===== src/rtl/bcg_pkg.sv =====
package bcg_pkg;

    localparam int LINE_W = 10;
    typedef logic [LINE_W-1:0] line_t;

    // bit positions of the packed line word (decoded by consumers)
    localparam int B_CLK   = 0;
    localparam int B_MREQ  = 1;
    localparam int B_IOREQ = 2;
    localparam int B_RD    = 3;
    localparam int B_WR    = 4;
    localparam int B_RFSH  = 5;
    localparam int B_M1    = 6;
    localparam int B_BACK  = 7;
    localparam int B_DAT   = 8;
    localparam int B_ADR   = 9;

    localparam line_t L_CLK   = line_t'(1) << B_CLK;
    localparam line_t L_MREQ  = line_t'(1) << B_MREQ;
    localparam line_t L_IOREQ = line_t'(1) << B_IOREQ;
    localparam line_t L_RD    = line_t'(1) << B_RD;
    localparam line_t L_WR    = line_t'(1) << B_WR;
    localparam line_t L_RFSH  = line_t'(1) << B_RFSH;
    localparam line_t L_M1    = line_t'(1) << B_M1;
    localparam line_t L_BACK  = line_t'(1) << B_BACK;
    localparam line_t L_DAT   = line_t'(1) << B_DAT;
    localparam line_t L_ADR   = line_t'(1) << B_ADR;

    typedef enum logic [2:0] {
        K_FETCH = 3'd0,
        K_MRD   = 3'd1,
        K_MWR   = 3'd2,
        K_IOIN  = 3'd3,
        K_IOOUT = 3'd4,
        K_BACK  = 3'd5,
        K_NOP   = 3'd6,
        K_NOP2  = 3'd7
    } kind_e;

    typedef enum logic [2:0] {
        ST_IDLE,
        ST_LEAD,
        ST_BODY,
        ST_STALL,
        ST_TAIL
    } state_e;

    localparam int    IDX_W           = 2;
    localparam logic [IDX_W-1:0] LEAD_LAST       = 2'd2;
    localparam logic [IDX_W-1:0] TAIL_LAST_FETCH = 2'd3;
    localparam logic [IDX_W-1:0] TAIL_LAST_STD   = 2'd1;

    function automatic logic kind_waits(kind_e k);
        return (k == K_FETCH) || (k == K_MRD) || (k == K_MWR) ||
               (k == K_IOIN)  || (k == K_IOOUT);
    endfunction

    function automatic logic kind_reads(kind_e k);
        return (k == K_FETCH) || (k == K_MRD) || (k == K_IOIN);
    endfunction

endpackage


===== src/rtl/bcg_fsm.sv =====
module bcg_fsm
    import bcg_pkg::*;
(
    input  logic             clk,
    input  logic             rst_n,
    input  logic             start,
    input  kind_e            kind_in,
    input  logic             wait_req,
    output state_e           state,
    output logic [IDX_W-1:0] idx,
    output kind_e            kind,
    output logic             last,
    output logic             accept
);

    state_e           nxt_state;
    logic [IDX_W-1:0] nxt_idx;
    logic [IDX_W-1:0] tail_last;

    // state register
    always_ff @(posedge clk or negedge rst_n) begin
        if (!rst_n) begin
            state <= ST_IDLE;
            idx   <= '0;
            kind  <= K_FETCH;
        end else begin
            state <= nxt_state;
            idx   <= nxt_idx;
            if (accept) begin
                kind <= kind_in;
            end
        end
    end

    // next-state logic
    always_comb begin
        nxt_state = state;
        nxt_idx   = idx;
        accept    = 1'b0;
        last      = 1'b0;
        tail_last = (kind == K_FETCH) ? TAIL_LAST_FETCH : TAIL_LAST_STD;
        unique case (state)
            ST_IDLE: begin
                if (start) begin
                    accept    = 1'b1;
                    nxt_state = ST_LEAD;
                    nxt_idx   = '0;
                end
            end
            ST_LEAD: begin
                if (idx == LEAD_LAST) begin
                    nxt_state = ST_BODY;
                    nxt_idx   = '0;
                end else begin
                    nxt_idx = IDX_W'(idx + 1'b1);
                end
            end
            ST_BODY: begin
                if (wait_req && kind_waits(kind)) begin
                    nxt_state = ST_STALL;
                end else begin
                    nxt_state = ST_TAIL;
                    nxt_idx   = '0;
                end
            end
            ST_STALL: begin
                nxt_state = ST_BODY;
            end
            ST_TAIL: begin
                if (idx == tail_last) begin
                    last = 1'b1;
                    if (start) begin
                        accept    = 1'b1;
                        nxt_state = ST_LEAD;
                        nxt_idx   = '0;
                    end else begin
                        nxt_state = ST_IDLE;
                        nxt_idx   = '0;
                    end
                end else begin
                    nxt_idx = IDX_W'(idx + 1'b1);
                end
            end
            default: begin
                nxt_state = ST_IDLE;
                nxt_idx   = '0;
            end
        endcase
    end

    // an inserted wait clock always returns to the sampling half
    p_stall_returns_r10: assert property (@(posedge clk) disable iff (!rst_n)
        (state == ST_STALL) |=> (state == ST_BODY));

    // grant and internal kinds never enter a wait clock
    p_no_wait_r9: assert property (@(posedge clk) disable iff (!rst_n)
        (state == ST_BODY && !kind_waits(kind)) |=> (state == ST_TAIL && idx == '0));

    // the latched kind cannot change mid-cycle
    p_kind_hold_r13: assert property (@(posedge clk) disable iff (!rst_n)
        (state != ST_IDLE && !last) |=> $stable(kind));

endmodule


===== src/rtl/bcg_lines.sv =====
module bcg_lines
    import bcg_pkg::*;
(
    input  state_e           state,
    input  logic [IDX_W-1:0] idx,
    input  kind_e            kind,
    input  logic             window,
    output line_t            word
);

    line_t held;
    line_t lead_first;
    line_t lead_mid;

    // strobes held through the data part and wait clocks of each kind
    always_comb begin
        unique case (kind)
            K_FETCH: held = L_M1 | L_MREQ | L_RD | L_ADR;
            K_MRD:   held = L_MREQ | L_RD | L_ADR;
            K_MWR:   held = L_MREQ | L_WR | L_ADR | L_DAT;
            K_IOIN:  held = L_IOREQ | L_RD | L_ADR;
            K_IOOUT: held = L_IOREQ | L_WR | L_ADR | L_DAT;
            K_BACK:  held = L_BACK;
            default: held = '0;
        endcase
    end

    // first two lead-in half-steps
    always_comb begin
        unique case (kind)
            K_FETCH: begin
                lead_first = window ? (L_M1 | L_ADR) : '0;
                lead_mid   = window ? (L_M1 | L_MREQ | L_RD | L_ADR)
                                    : (L_M1 | L_MREQ | L_ADR);
            end
            K_MRD: begin
                lead_first = L_ADR;
                lead_mid   = L_MREQ | L_RD | L_ADR;
            end
            K_MWR: begin
                lead_first = L_ADR;
                lead_mid   = L_MREQ | L_ADR | L_DAT;
            end
            K_IOIN: begin
                lead_first = L_ADR;
                lead_mid   = L_ADR;
            end
            K_IOOUT: begin
                lead_first = L_ADR;
                lead_mid   = L_ADR | L_DAT;
            end
            K_BACK: begin
                lead_first = L_BACK;
                lead_mid   = L_BACK;
            end
            default: begin
                lead_first = '0;
                lead_mid   = '0;
            end
        endcase
    end

    // output decode of the registered state
    always_comb begin
        word = '0;
        unique case (state)
            ST_IDLE: word = '0;
            ST_LEAD: begin
                unique case (idx)
                    2'd0:    word = L_CLK | lead_first;
                    2'd1:    word = lead_mid;
                    2'd2:    word = (kind == K_MWR) ? (L_CLK | L_MREQ | L_ADR | L_DAT)
                                                    : (L_CLK | held);
                    default: word = '0;
                endcase
            end
            ST_BODY:  word = held;
            ST_STALL: word = L_CLK | held;
            ST_TAIL: begin
                if (kind == K_FETCH) begin
                    unique case (idx)
                        2'd0:    word = L_CLK | held | L_DAT;
                        2'd2:    word = L_CLK | L_RFSH | L_MREQ | L_ADR;
                        default: word = L_RFSH | L_ADR;
                    endcase
                end else if (idx == 2'd0) begin
                    word = L_CLK | held | (kind_waits(kind) ? L_DAT : '0);
                end else begin
                    word = (kind == K_BACK) ? L_BACK : '0;
                end
            end
            default: word = '0;
        endcase
    end

    // read and write never together
    always_comb begin
        p_rdwr_excl_r2: assert (!(word[B_RD] && word[B_WR]));
    end

    // port and memory requests never together
    always_comb begin
        p_iomem_excl_r8: assert (!(word[B_MREQ] && word[B_IOREQ]));
    end

endmodule


===== src/rtl/bcg_capture.sv =====
module bcg_capture
    import bcg_pkg::*;
#(
    parameter int ADDR_W = 16,
    parameter int DATA_W = 8
) (
    input  logic              clk,
    input  logic              rst_n,
    input  logic              accept,
    input  logic [ADDR_W-1:0] addr_in,
    input  logic [DATA_W-1:0] wdata_in,
    input  state_e            state,
    input  logic [IDX_W-1:0]  idx,
    input  kind_e             kind,
    input  logic [DATA_W-1:0] bus_din,
    output logic [ADDR_W-1:0] bus_addr,
    output logic [DATA_W-1:0] bus_dout,
    output logic [DATA_W-1:0] rd_data
);

    logic take_read;
    assign take_read = (state == ST_TAIL) && (idx == '0) && kind_reads(kind);

    always_ff @(posedge clk or negedge rst_n) begin
        if (!rst_n) begin
            bus_addr <= '0;
            bus_dout <= '0;
            rd_data  <= '0;
        end else begin
            if (accept) begin
                bus_addr <= addr_in;
                bus_dout <= wdata_in;
            end
            if (take_read) begin
                rd_data <= bus_din;
            end
        end
    end

    // returned byte only moves on a reading data half-step
    p_rdata_hold_r11: assert property (@(posedge clk) disable iff (!rst_n)
        !take_read |=> $stable(rd_data));

    // latched address steady while a cycle is not being accepted
    p_addr_hold_r13: assert property (@(posedge clk) disable iff (!rst_n)
        !accept |=> $stable(bus_addr));

endmodule


===== src/rtl/cpu_bus_cycle_gen.sv =====
module cpu_bus_cycle_gen
    import bcg_pkg::*;
#(
    parameter int ADDR_W = 16,
    parameter int DATA_W = 8
) (
    input  logic              clk,
    input  logic              rst_n,
    input  logic              cyc_start,
    input  logic [2:0]        cyc_kind,
    input  logic [ADDR_W-1:0] cyc_addr,
    input  logic [DATA_W-1:0] cyc_wdata,
    input  logic              wait_req,
    input  logic              window_mode,
    input  logic [DATA_W-1:0] bus_din,
    output logic [ADDR_W-1:0] bus_addr,
    output logic [DATA_W-1:0] bus_dout,
    output logic              mreq,
    output logic              ioreq,
    output logic              rd,
    output logic              wr,
    output logic              rfsh,
    output logic              m1,
    output logic              busack,
    output logic              cyc_done,
    output logic [DATA_W-1:0] rd_data,
    output logic [9:0]        line_word
);

    state_e           st;
    logic [IDX_W-1:0] st_idx;
    kind_e            cur_kind;
    logic             at_last;
    logic             accept;
    line_t            word;

    bcg_fsm u_fsm (
        .clk      (clk),
        .rst_n    (rst_n),
        .start    (cyc_start),
        .kind_in  (kind_e'(cyc_kind)),
        .wait_req (wait_req),
        .state    (st),
        .idx      (st_idx),
        .kind     (cur_kind),
        .last     (at_last),
        .accept   (accept)
    );

    bcg_lines u_lines (
        .state  (st),
        .idx    (st_idx),
        .kind   (cur_kind),
        .window (window_mode),
        .word   (word)
    );

    bcg_capture #(
        .ADDR_W (ADDR_W),
        .DATA_W (DATA_W)
    ) u_cap (
        .clk      (clk),
        .rst_n    (rst_n),
        .accept   (accept),
        .addr_in  (cyc_addr),
        .wdata_in (cyc_wdata),
        .state    (st),
        .idx      (st_idx),
        .kind     (cur_kind),
        .bus_din  (bus_din),
        .bus_addr (bus_addr),
        .bus_dout (bus_dout),
        .rd_data  (rd_data)
    );

    assign line_word = word;
    assign mreq      = word[B_MREQ];
    assign ioreq     = word[B_IOREQ];
    assign rd        = word[B_RD];
    assign wr        = word[B_WR];
    assign rfsh      = word[B_RFSH];
    assign m1        = word[B_M1];
    assign busack    = word[B_BACK];
    assign cyc_done  = at_last;

    // a clock-high half-step is always followed by a low one
    p_clk_fall_r2: assert property (@(posedge clk) disable iff (!rst_n)
        line_word[B_CLK] |=> !line_word[B_CLK]);

    // a busy non-final low half-step is followed by a high one
    p_clk_rise_r2: assert property (@(posedge clk) disable iff (!rst_n)
        (st != ST_IDLE && !line_word[B_CLK] && !cyc_done) |=> line_word[B_CLK]);

    // done lasts a single half-step
    p_done_single_r12: assert property (@(posedge clk) disable iff (!rst_n)
        cyc_done |=> !cyc_done);

    // during refresh, memory request only in clock-high halves
    p_rfsh_mreq_r5: assert property (@(posedge clk) disable iff (!rst_n)
        (rfsh && !line_word[B_CLK]) |-> !mreq);

    // port request rises only on a clock-high half-step
    p_io_onset_r8: assert property (@(posedge clk) disable iff (!rst_n)
        $rose(ioreq) |-> line_word[B_CLK]);

endmodule


===== config.mk =====
export PLATFORM = sky130hd
export DESIGN_NAME = cpu_bus_cycle_gen
export DESIGN_NICKNAME = d
export VERILOG_FILES = /design/src/rtl/bcg_pkg.sv /design/src/rtl/bcg_fsm.sv /design/src/rtl/bcg_lines.sv /design/src/rtl/bcg_capture.sv /design/src/rtl/cpu_bus_cycle_gen.sv
export SDC_FILE = /design/constraint.sdc
export NUM_CORES = 1
export LEC_CHECK = 0
export BUFFER_PORTS_ARGS = -buffer_cell sky130_fd_sc_hd__buf_4
export CORE_MARGIN = 2
export CORE_UTILIZATION = 40
export CTS_BUF_LIST = sky130_fd_sc_hd__clkbuf_4 sky130_fd_sc_hd__clkbuf_8
export CTS_CLUSTER_SIZE = 8
export DETAILED_ROUTE_END_ITERATION = 8
export GPL_ROUTABILITY_DRIVEN = 0
export PLACE_DENSITY = 0.78
export SLEW_MARGIN = 20
export SYNTH_ARGS = -nofsm -noshare
export SYNTH_HDL_FRONTEND = slang
export SYNTH_SLANG_ARGS = --single-unit

===== constraint.sdc =====
create_clock -name clk -period 2.76 [get_ports clk]
set_clock_uncertainty 0.2 [all_clocks]
set_input_delay 0.276 -clock clk [delete_from_list [all_inputs] [get_ports clk]]
set_output_delay 0.276 -clock clk [all_outputs]
set_load 0.05 [all_outputs]

==> tab_implementation.tex, run 1 <==
\begin{tabular}{lr}
\hline
Metric & Value \\
\hline
\multicolumn{2}{l}{\textbf{Drt}} \\
\quad Final routed wire length divided by cell count & 14.62 um \\
\quad ANT nets after route & 0 \\
\quad Total wirelength of the detailed-routed design & 4912 um \\
\quad Drt initial violations & 92 \\
\quad Detailed-routing iteration count for the pre-antenna-repair pass & 4 \\
\quad Remaining design rule violation count & 0 \\
\quad Routed vias/inst & 5.128 \\
\quad Total vias in the final route & 1723 \\
\multicolumn{2}{l}{\textbf{Final layout}} \\
\quad Layout cells sized above 1 & 56.77\% \\
\quad Area of all placed cells without fillers & roughly 3000 sq um \\
\quad Diodes inserted & 0 \\
\quad Core occupancy in the finished layout & 58.70\% \\
\quad Growth of design area from synthesis to finish & 38.91\% \\
\quad Nets@finish & 311 \\
\quad Total of fill cells in the finished design & 442 \\
\multicolumn{2}{l}{\textbf{Hold path}} \\
\quad Worst min path class & primary input to flip-flop \\
\quad WHS Path Cells & 2 \\
\multicolumn{2}{l}{\textbf{Worst setup path}} \\
\quad Start-to-end type of the worst setup path & flip-flop to output pin \\
\quad Max stage delay cell, worst path & sky130\_fd\_sc\_hd\_\_a221oi\_1 \\
\quad CP Data Required Time & 2.28 ns \\
\quad Max incr delay on CP & roughly 0.50 ns \\
\quad Biggest fanout along the worst timing path & 8 \\
\quad Element type at the critical path end & output pin \\
\quad Critical Path Start Type & flip-flop \\
\quad Cell family contributing the most delay on the critical path & compound AO/OA/AOI/OAI gates \\
\quad Count of buffering cells on the critical path with inverters included & 2 \\
\quad Worst reg-to-reg path cell count & 5 \\
\quad Cell count along the critical path & 6 \\
\quad Data arrival time at the worst-slack endpoint & 2.19 ns \\
\quad CP Cell Sequence & inv\_1 > ha\_1 > a221oi\_1 > o22ai\_1 > and2\_1 > buf\_4 \\
\multicolumn{2}{l}{\textbf{Flow run}} \\
\quad Reported max-cap violation count & 0 \\
\multicolumn{2}{l}{\textbf{Logic synthesis}} \\
\quad Net count after synthesis & about 230 \\
\quad Mean area per synthesized cell & 12.29 sq um \\
\quad Library cell with the highest instance count after synthesis & sky130\_fd\_sc\_hd\_\_dfrtp\_1 \\
\quad Post-synthesis cell type count & 45 \\
\quad Synthesized instance count & 179 \\
\quad Netlist Area Pre-Place & 2200 sq um \\
\quad Proportion of synthesized flip-flops having asynchronous set or reset & 100.0\% \\
\quad Most area-consuming cells after synthesis & sky130\_fd\_sc\_hd\_\_dfrtp\_1 46\%, sky130\_fd\_sc\_hd\_\_mux2\_4 14\%, sky130\_fd\_sc\_hd\_\_mux2\_2 7.7\%, sky130\_fd\_sc\_hd\_\_ha\_1 3.4\%, sky130\_fd\_sc\_hd\_\_buf\_4 2.4\% \\
\quad Most numerous cell types in the synthesized netlist & 40 x sky130\_fd\_sc\_hd\_\_dfrtp\_1, 20 x sky130\_fd\_sc\_hd\_\_mux2\_4, 15 x sky130\_fd\_sc\_hd\_\_mux2\_2 \\
\quad Flip-flop and latch count after synthesis & 40 \\
\quad Share of the synthesized area in the top cell type & 45.51\% \\
\quad Largest area contributor in the synthesized netlist & sky130\_fd\_sc\_hd\_\_dfrtp\_1 \\
\quad Predominant post-synthesis flop cell & sky130\_fd\_sc\_hd\_\_dfrtp\_1 \\
\quad Number of enable flip-flop cells after synthesis & 0 \\
\quad Yosys Warn Count & 0 \\
\quad Sequential element share of the synthesized area & 45.51\% \\
\multicolumn{2}{l}{\textbf{STA}} \\
\quad Period utilization & a little over nine tenths \\
\quad Slew headroom & 66.99\% \\
\quad Final hold vios & 0 \\
\quad Setup violators final & 0 \\
\quad Max-slew violation total from the final report & 0 \\
\quad Max Fclk & 0.3752 GHz \\
\quad Slew at the pin closest to its max-slew limit & slightly below 0.5 ns \\
\quad Setup repair after global routing missed its margin & true \\
\quad Final Hold Slack & 0.01109 ns \\
\quad Final Critical Period & 2.666 ns \\
\multicolumn{2}{l}{\textbf{Clock tree}} \\
\quad Later-pin clock latency in the skew report & between 0.2 and 0.3 ns \\
\quad \# clock sinks & 40 \\
\quad Number of H-tree levels & 2 \\
\quad Clock-pin slew reported for the worst setup and hold paths after clock tree synthesis & 0.08 ns \\
\quad Clock tree from TritonCTS & yes \\
\quad Root buf cell & sky130\_fd\_sc\_hd\_\_clkbuf\_8 \\
\quad Clock buffer depth & 2 \\
\quad Number of clock buffers inserted by TritonCTS & 5 \\
\multicolumn{2}{l}{\textbf{Floorplan}} \\
\quad Die Area & 6108 sq um \\
\quad Num rows & 26 \\
\quad Die width & between 70 and 80 um \\
\quad Starting density of the core & 42.26\% \\
\quad Core Region & roughly 5200 sq um \\
\quad Vertical die dimension & roughly 78 um \\
\quad IO Pins & 90 \\
\multicolumn{2}{l}{\textbf{GRT}} \\
\quad Antenna violations before repair & 0 \\
\quad Wire length of the first global-routing pass & between 7000 and 8000 um \\
\quad Overflow left after global routing & 0 \\
\quad Pin count of the biggest net entering global routing & 41 \\
\quad Via count of the first global-routing pass & 1621 \\
\quad All-Layer GR Usage & 15.72\% \\
\multicolumn{2}{l}{\textbf{Placement}} \\
\quad HPWL after detailed placement & 3537 um \\
\quad Port-buffer cells & 89 \\
\quad Placed cell areas & 2899 sq um \\
\multicolumn{2}{l}{\textbf{Run status}} \\
\quad Run status & finished, final reports clean \\
\hline
\end{tabular}
cell type report:
| type | count | area [sq um] | area share, % |
|---|---|---|---|
| Multi-Input combinational cell | 117 | 1104 | 36.12 |
| Sequential cell | 40 | 1005 | 32.88 |
| Timing Repair Buffer | 96 | 743.2 | 24.32 |
| Tap cell | 70 | 87.58 | 2.867 |
| Clock buffer | 6 | 82.58 | 2.703 |
| Inverter | 5 | 18.77 | 0.6143 |
| Clock inverter | 2 | 15.01 | 0.4914 |
sequential cells by signal (all words and copies together), names as in the netlist:
name            cells
u_cap.bus_addr     16
u_cap.bus_dout      8
u_fsm.kind          3
u_fsm.state         3
u_cap.rd_data       8
u_fsm.idx           2
final timing paths:
kind,start,end,slack [ns]
max,u_fsm.idx[1]$_DFFE_PN0P_,wr,0.09
min reg2reg,u_cap.rd_data[3]$_DFFE_PN0P_,u_cap.rd_data[3]$_DFFE_PN0P_,0.31
max in group asynchronous,rst_n,u_fsm.state[0]$_DFFE_PN0P_,1.69
min in group asynchronous,rst_n,u_cap.bus_addr[5]$_DFFE_PN0P_,0.30
min,cyc_addr[14],u_cap.bus_addr[14]$_DFFE_PN0P_,0.01
max reg2reg,u_fsm.kind[1]$_DFFE_PN0P_,u_cap.bus_addr[10]$_DFFE_PN0P_,0.50
timing repair:
action	4_1_cts	5_1_grt
setup buffers	0	0
resized for setup	1	5
hold buffers	1	3
hold endpoints to repair	40	3
setup endpoints to repair	5	12
kinds of logic (layout without fill, tap and decap cells):
| family | Yosys count | in the layout | synth area share (%) |
|---|---|---|---|
| compound gates | 40 | 40 | 13.54 |
| xor+xnor | 1 | 1 | 0.3983 |
| fa+ha+maj | 6 | 6 | 3.413 |
| buf+inv | 22 | 109 | 6.883 |
| flops | 40 | 40 | 45.51 |
| mux | 35 | 35 | 21.33 |
| simple gates | 35 | 35 | 8.930 |
cell usage in the layout, fill, tap and decap left out, types with 3 or more instances in the layout:
cell and n:
sky130_fd_sc_hd__nand2_1 8, sky130_fd_sc_hd__ha_1 6, sky130_fd_sc_hd__nor2_1 7, sky130_fd_sc_hd__nor2b_1 4, sky130_fd_sc_hd__dfrtp_1 37, sky130_fd_sc_hd__mux2_2 15, sky130_fd_sc_hd__dfrtp_2 3, sky130_fd_sc_hd__a21o_1 4
sky130_fd_sc_hd__clkbuf_8 6, sky130_fd_sc_hd__o22a_1 3, sky130_fd_sc_hd__dlygate4sd3_1 4, sky130_fd_sc_hd__mux2_4 20, sky130_fd_sc_hd__a21oi_1 7, sky130_fd_sc_hd__inv_1 5, sky130_fd_sc_hd__buf_4 91, sky130_fd_sc_hd__o2bb2ai_1 3
per-stage QoR:
step                      std cells  setup slack, ns   TNS, ns
final                           336          0.09443         0
after global placement          324           0.3299         0
after detailed placement        324           0.2486         0
after floorplan                 179         -0.08750  -0.08750
after CTS                       333          0.03946         0
after global routing            336         -0.03667  -0.09862
routing by layer:
metal	routed length, um	GRT usage, %
met2	2346	23.79
met1	2091	20.79
met5	0	0
met3	423	5.977
met4	51	5.263
Power of run 1 is left out: the tool's default activity adds up to more than one toggle a clock period on the data nets, which glitch-free logic cannot reach.
==> inputs of run 2 (changes only) <==
--- a/config.mk
+++ b/config.mk
@@ -11,7 +11,6 @@
 export CTS_BUF_LIST = sky130_fd_sc_hd__clkbuf_4 sky130_fd_sc_hd__clkbuf_8
 export CTS_CLUSTER_SIZE = 8
 export DETAILED_ROUTE_END_ITERATION = 8
-export GPL_ROUTABILITY_DRIVEN = 0
 export PLACE_DENSITY = 0.78
 export SLEW_MARGIN = 20
 export SYNTH_ARGS = -nofsm -noshare
==> constraint.sdc (replaced) <==
create_clock -name clk -period 2.9 [get_ports clk]
set_clock_uncertainty 0.2 [all_clocks]
set_input_delay 0.29 -clock clk [delete_from_list [all_inputs] [get_ports clk]]
set_output_delay 0.29 -clock clk [all_outputs]
set_load 0.05 [all_outputs]
==> run 2 against run 1 <==
  * Die area unchanged
  * Flip-flop and latch count unchanged
  * First-iteration DRC count increased by 14%
==> tab_implementation.tex, run 2 (same netlist as run 1, synthesis figures left out) <==
\begin{tabular}{lr}
\hline
Metric & Value \\
\hline
\multicolumn{2}{l}{\textbf{Worst setup path}} \\
\quad Data arrival time at the worst-slack endpoint & 2.29 ns (+0.10 ns) \\
\quad CP Data Required Time & 2.41 ns (+0.13 ns) \\
\quad RR Endpoint & u\_cap.bus\_addr[9]\$\_DFFE\_PN0P\_ \\
\quad Element type at the critical path end & output pin \\
\quad Worst reg2reg startpoint & u\_fsm.kind[1]\$\_DFFE\_PN0P\_ \\
\quad Worst reg-to-reg path cell count & 5 (unchanged) \\
\quad Start-to-end type of the worst setup path & flip-flop to output pin \\
\quad Critical Path Start Type & flip-flop \\
\quad Biggest fanout along the worst timing path & 18 (+10) \\
\quad Worst reg-to-reg setup slack & 0.67 ns (+0.17 ns) \\
\multicolumn{2}{l}{\textbf{Drt}} \\
\quad Total wirelength of the detailed-routed design & 4940 um (+0.57\%) \\
\quad Total vias in the final route & 1696 (-1.6\%) \\
\quad Remaining design rule violation count & 0 (unchanged) \\
\quad Drt initial violations & 105 (+14\%) \\
\quad Final routed wire length divided by cell count & 14.83 um (+1.5\%) \\
\quad ANT nets after route & 0 (unchanged) \\
\quad Routed vias/inst & 5.093 (-0.68\%) \\
\quad Detailed-routing iteration count for the pre-antenna-repair pass & 4 (unchanged) \\
\multicolumn{2}{l}{\textbf{Floorplan}} \\
\quad IO Pins & 90 (unchanged) \\
\quad Die Area & 6108 sq um (unchanged) \\
\quad Core Region & 5205 sq um (unchanged) \\
\quad Num rows & 26 (unchanged) \\
\quad Die width & 78.16 um (unchanged) \\
\quad Vertical die dimension & 78.16 um (unchanged) \\
\quad Starting density of the core & 42.26\% (unchanged) \\
\multicolumn{2}{l}{\textbf{STA}} \\
\quad Final Hold Slack & 0.02223 ns (+0.01114 ns) \\
\quad Max Fclk & about 0.36 GHz \\
\quad Slew headroom & 65.19\% (-1.8 points) \\
\quad Period utilization & 95.70\% \\
\quad Slew at the pin closest to its max-slew limit & 0.5149 ns (+0.01977 ns) \\
\quad Max-slew violation total from the final report & 0 (unchanged) \\
\quad Setup violators final & 0 (unchanged) \\
\quad Final hold vios & 0 (unchanged) \\
\quad Final Critical Period & 2.775 ns \\
\quad Setup repair after global routing missed its margin & false \\
\quad Fin Setup TNS & 0 ns (unchanged) \\
\multicolumn{2}{l}{\textbf{GRT}} \\
\quad Via count of the first global-routing pass & 1683 (+3.8\%) \\
\quad Pin count of the biggest net entering global routing & 41 (unchanged) \\
\quad Overflow left after global routing & 0 (unchanged) \\
\quad Antenna violations before repair & 0 (unchanged) \\
\quad Wire length of the first global-routing pass & 8093 um (+4.9\%) \\
\quad All-Layer GR Usage & 16.64\% (+0.92 points) \\
\multicolumn{2}{l}{\textbf{Placement}} \\
\quad HPWL after detailed placement & 3660 um (+3.5\%) \\
\quad Port-buffer cells & 89 (unchanged) \\
\quad Last weighted congestion value of the routability-driven placer & 0.9074 \\
\multicolumn{2}{l}{\textbf{Final layout}} \\
\quad Nets@finish & 308 (-0.96\%) \\
\quad Diodes inserted & 0 (unchanged) \\
\quad Layout cells sized above 1 & 55.51\% (-1.3 points) \\
\quad Biggest register & u\_cap.bus\_addr \\
\quad Most frequent cells in the layout & 91 x sky130\_fd\_sc\_hd\_\_buf\_4, 39 x sky130\_fd\_sc\_hd\_\_dfrtp\_1, 20 x sky130\_fd\_sc\_hd\_\_mux2\_4, 15 x sky130\_fd\_sc\_hd\_\_mux2\_2 \\
\quad Most common library cell in the layout ignoring fill and taps & sky130\_fd\_sc\_hd\_\_buf\_4 \\
\quad Max FFs per register & 16 (unchanged) \\
\quad Largest regs & u\_cap.bus\_addr: 16 flops, u\_cap.bus\_dout: 8 flops, u\_cap.rd\_data: 8 flops \\
\quad Total of fill cells in the finished design & 440 (-0.45\%) \\
\quad Growth of design area from synthesis to finish & 37.26\% \\
\multicolumn{2}{l}{\textbf{Hold path}} \\
\quad Worst min path class & primary input to flip-flop \\
\quad Hold path startpoint & cyc\_wdata[1] \\
\quad Sink of the worst hold path & u\_cap.bus\_dout[1]\$\_DFFE\_PN0P\_ \\
\quad WHS Path Cells & 2 (unchanged) \\
\multicolumn{2}{l}{\textbf{Clock tree}} \\
\quad Clock buffer depth & 2 (unchanged) \\
\quad Later-pin clock latency in the skew report & 0.29 ns (about the same) \\
\quad Number of clock buffers inserted by TritonCTS & 5 (unchanged) \\
\quad Root buf cell & sky130\_fd\_sc\_hd\_\_clkbuf\_8 \\
\quad \# clock sinks & 40 (unchanged) \\
\quad Clock tree from TritonCTS & yes \\
\quad Number of H-tree levels & 2 (unchanged) \\
\quad Clock-pin slew reported for the worst setup and hold paths after clock tree synthesis & 0.08 ns (about the same) \\
\multicolumn{2}{l}{\textbf{Flow run}} \\
\quad Reported max-cap violation count & 0 (unchanged) \\
\multicolumn{2}{l}{\textbf{Run status}} \\
\quad Run status & finished, final reports clean \\
\hline
\end{tabular}
-- run 2: cell types whose count changed in the layout (fill, tap and decap cells not counted), sizes merged --
cell and change:
dlygate4sd3 -3, bufinv +1, clkinvlp -2, clkbuf +1
-- run 2: what timing repair did --
| action | CTS | global route |
|---|---|---|
| setup endpoints to repair | 0 | 2 |
| resized for setup | 0 | 2 |
| hold endpoints to repair | 40 | 0 |
| hold buffers | 1 | 0 |
| buffers inserted | 0 | 0 |
-- run 2: critical path, cell delays in order, from the launching register on --
cell and delay [ns]:
sky130_fd_sc_hd__dfrtp_1 0.57, sky130_fd_sc_hd__nor4b_1 0.57, sky130_fd_sc_hd__and2_1 0.25, sky130_fd_sc_hd__o31ai_1 0.10
sky130_fd_sc_hd__a211oi_2 0.27, sky130_fd_sc_hd__buf_4 0.24
-- run 2: worst max path at each step --
stage / start / end / slack [ns] / cells after the start
after CTS: u_fsm.idx[0]$_DFFE_PN0P_ / line_word[1] / 0.10 / 8
final: u_fsm.state[2]$_DFFE_PN0P_ / busack / 0.12 / 5
after floorplan: u_fsm.idx[0]$_DFFE_PN0P_ / line_word[7] / 0.04 / 6
after global placement: u_fsm.idx[0]$_DFFE_PN0P_ / line_word[1] / 0.50 / 8
after detailed placement: u_fsm.idx[0]$_DFFE_PN0P_ / line_word[1] / 0.42 / 8
after global routing: u_fsm.state[2]$_DFFE_PN0P_ / busack / 0.006 / 5
-- run 2: layout make-up --
cell class	count	area, sq um	share of cell area (%)
clock inverters	1	30.03	0.9946
repair buffers	93	713.2	23.62
clock buffers	7	96.34	3.191
flip-flops and latches	40	1002	33.20
inverters	5	18.77	0.6216
multi-input cells	117	1071	35.47
well taps	70	87.58	2.901
-- run 2: through the flow --
stage	util, %	instances	worst slack (ns)	instance area (sq um)
floorplan	-	179	0.03850	2221
global placement	55.31	324	0.4993	2879
detailed placement	55.31	324	0.4207	2879
CTS	57.93	333	0.1029	3015
global route	58.00	333	0.005584	3019
finish	58.00	333	0.1246	3019
-- run 2: per-layer routing --
metal | track usage, % | routed length, um | share of wire [%] | up-vias
met1 | 21.90 | 2117 | 43 | 798
met4 | 6.316 | 51 | 1.0 | 0
met5 | 0 | 0 | 0 | -
met2 | 25.78 | 2344 | 47 | 85
met3 | 5.172 | 427 | 8.6 | 6
li1 | - | - | - | 807
Power of run 2 is left out for the same reason.
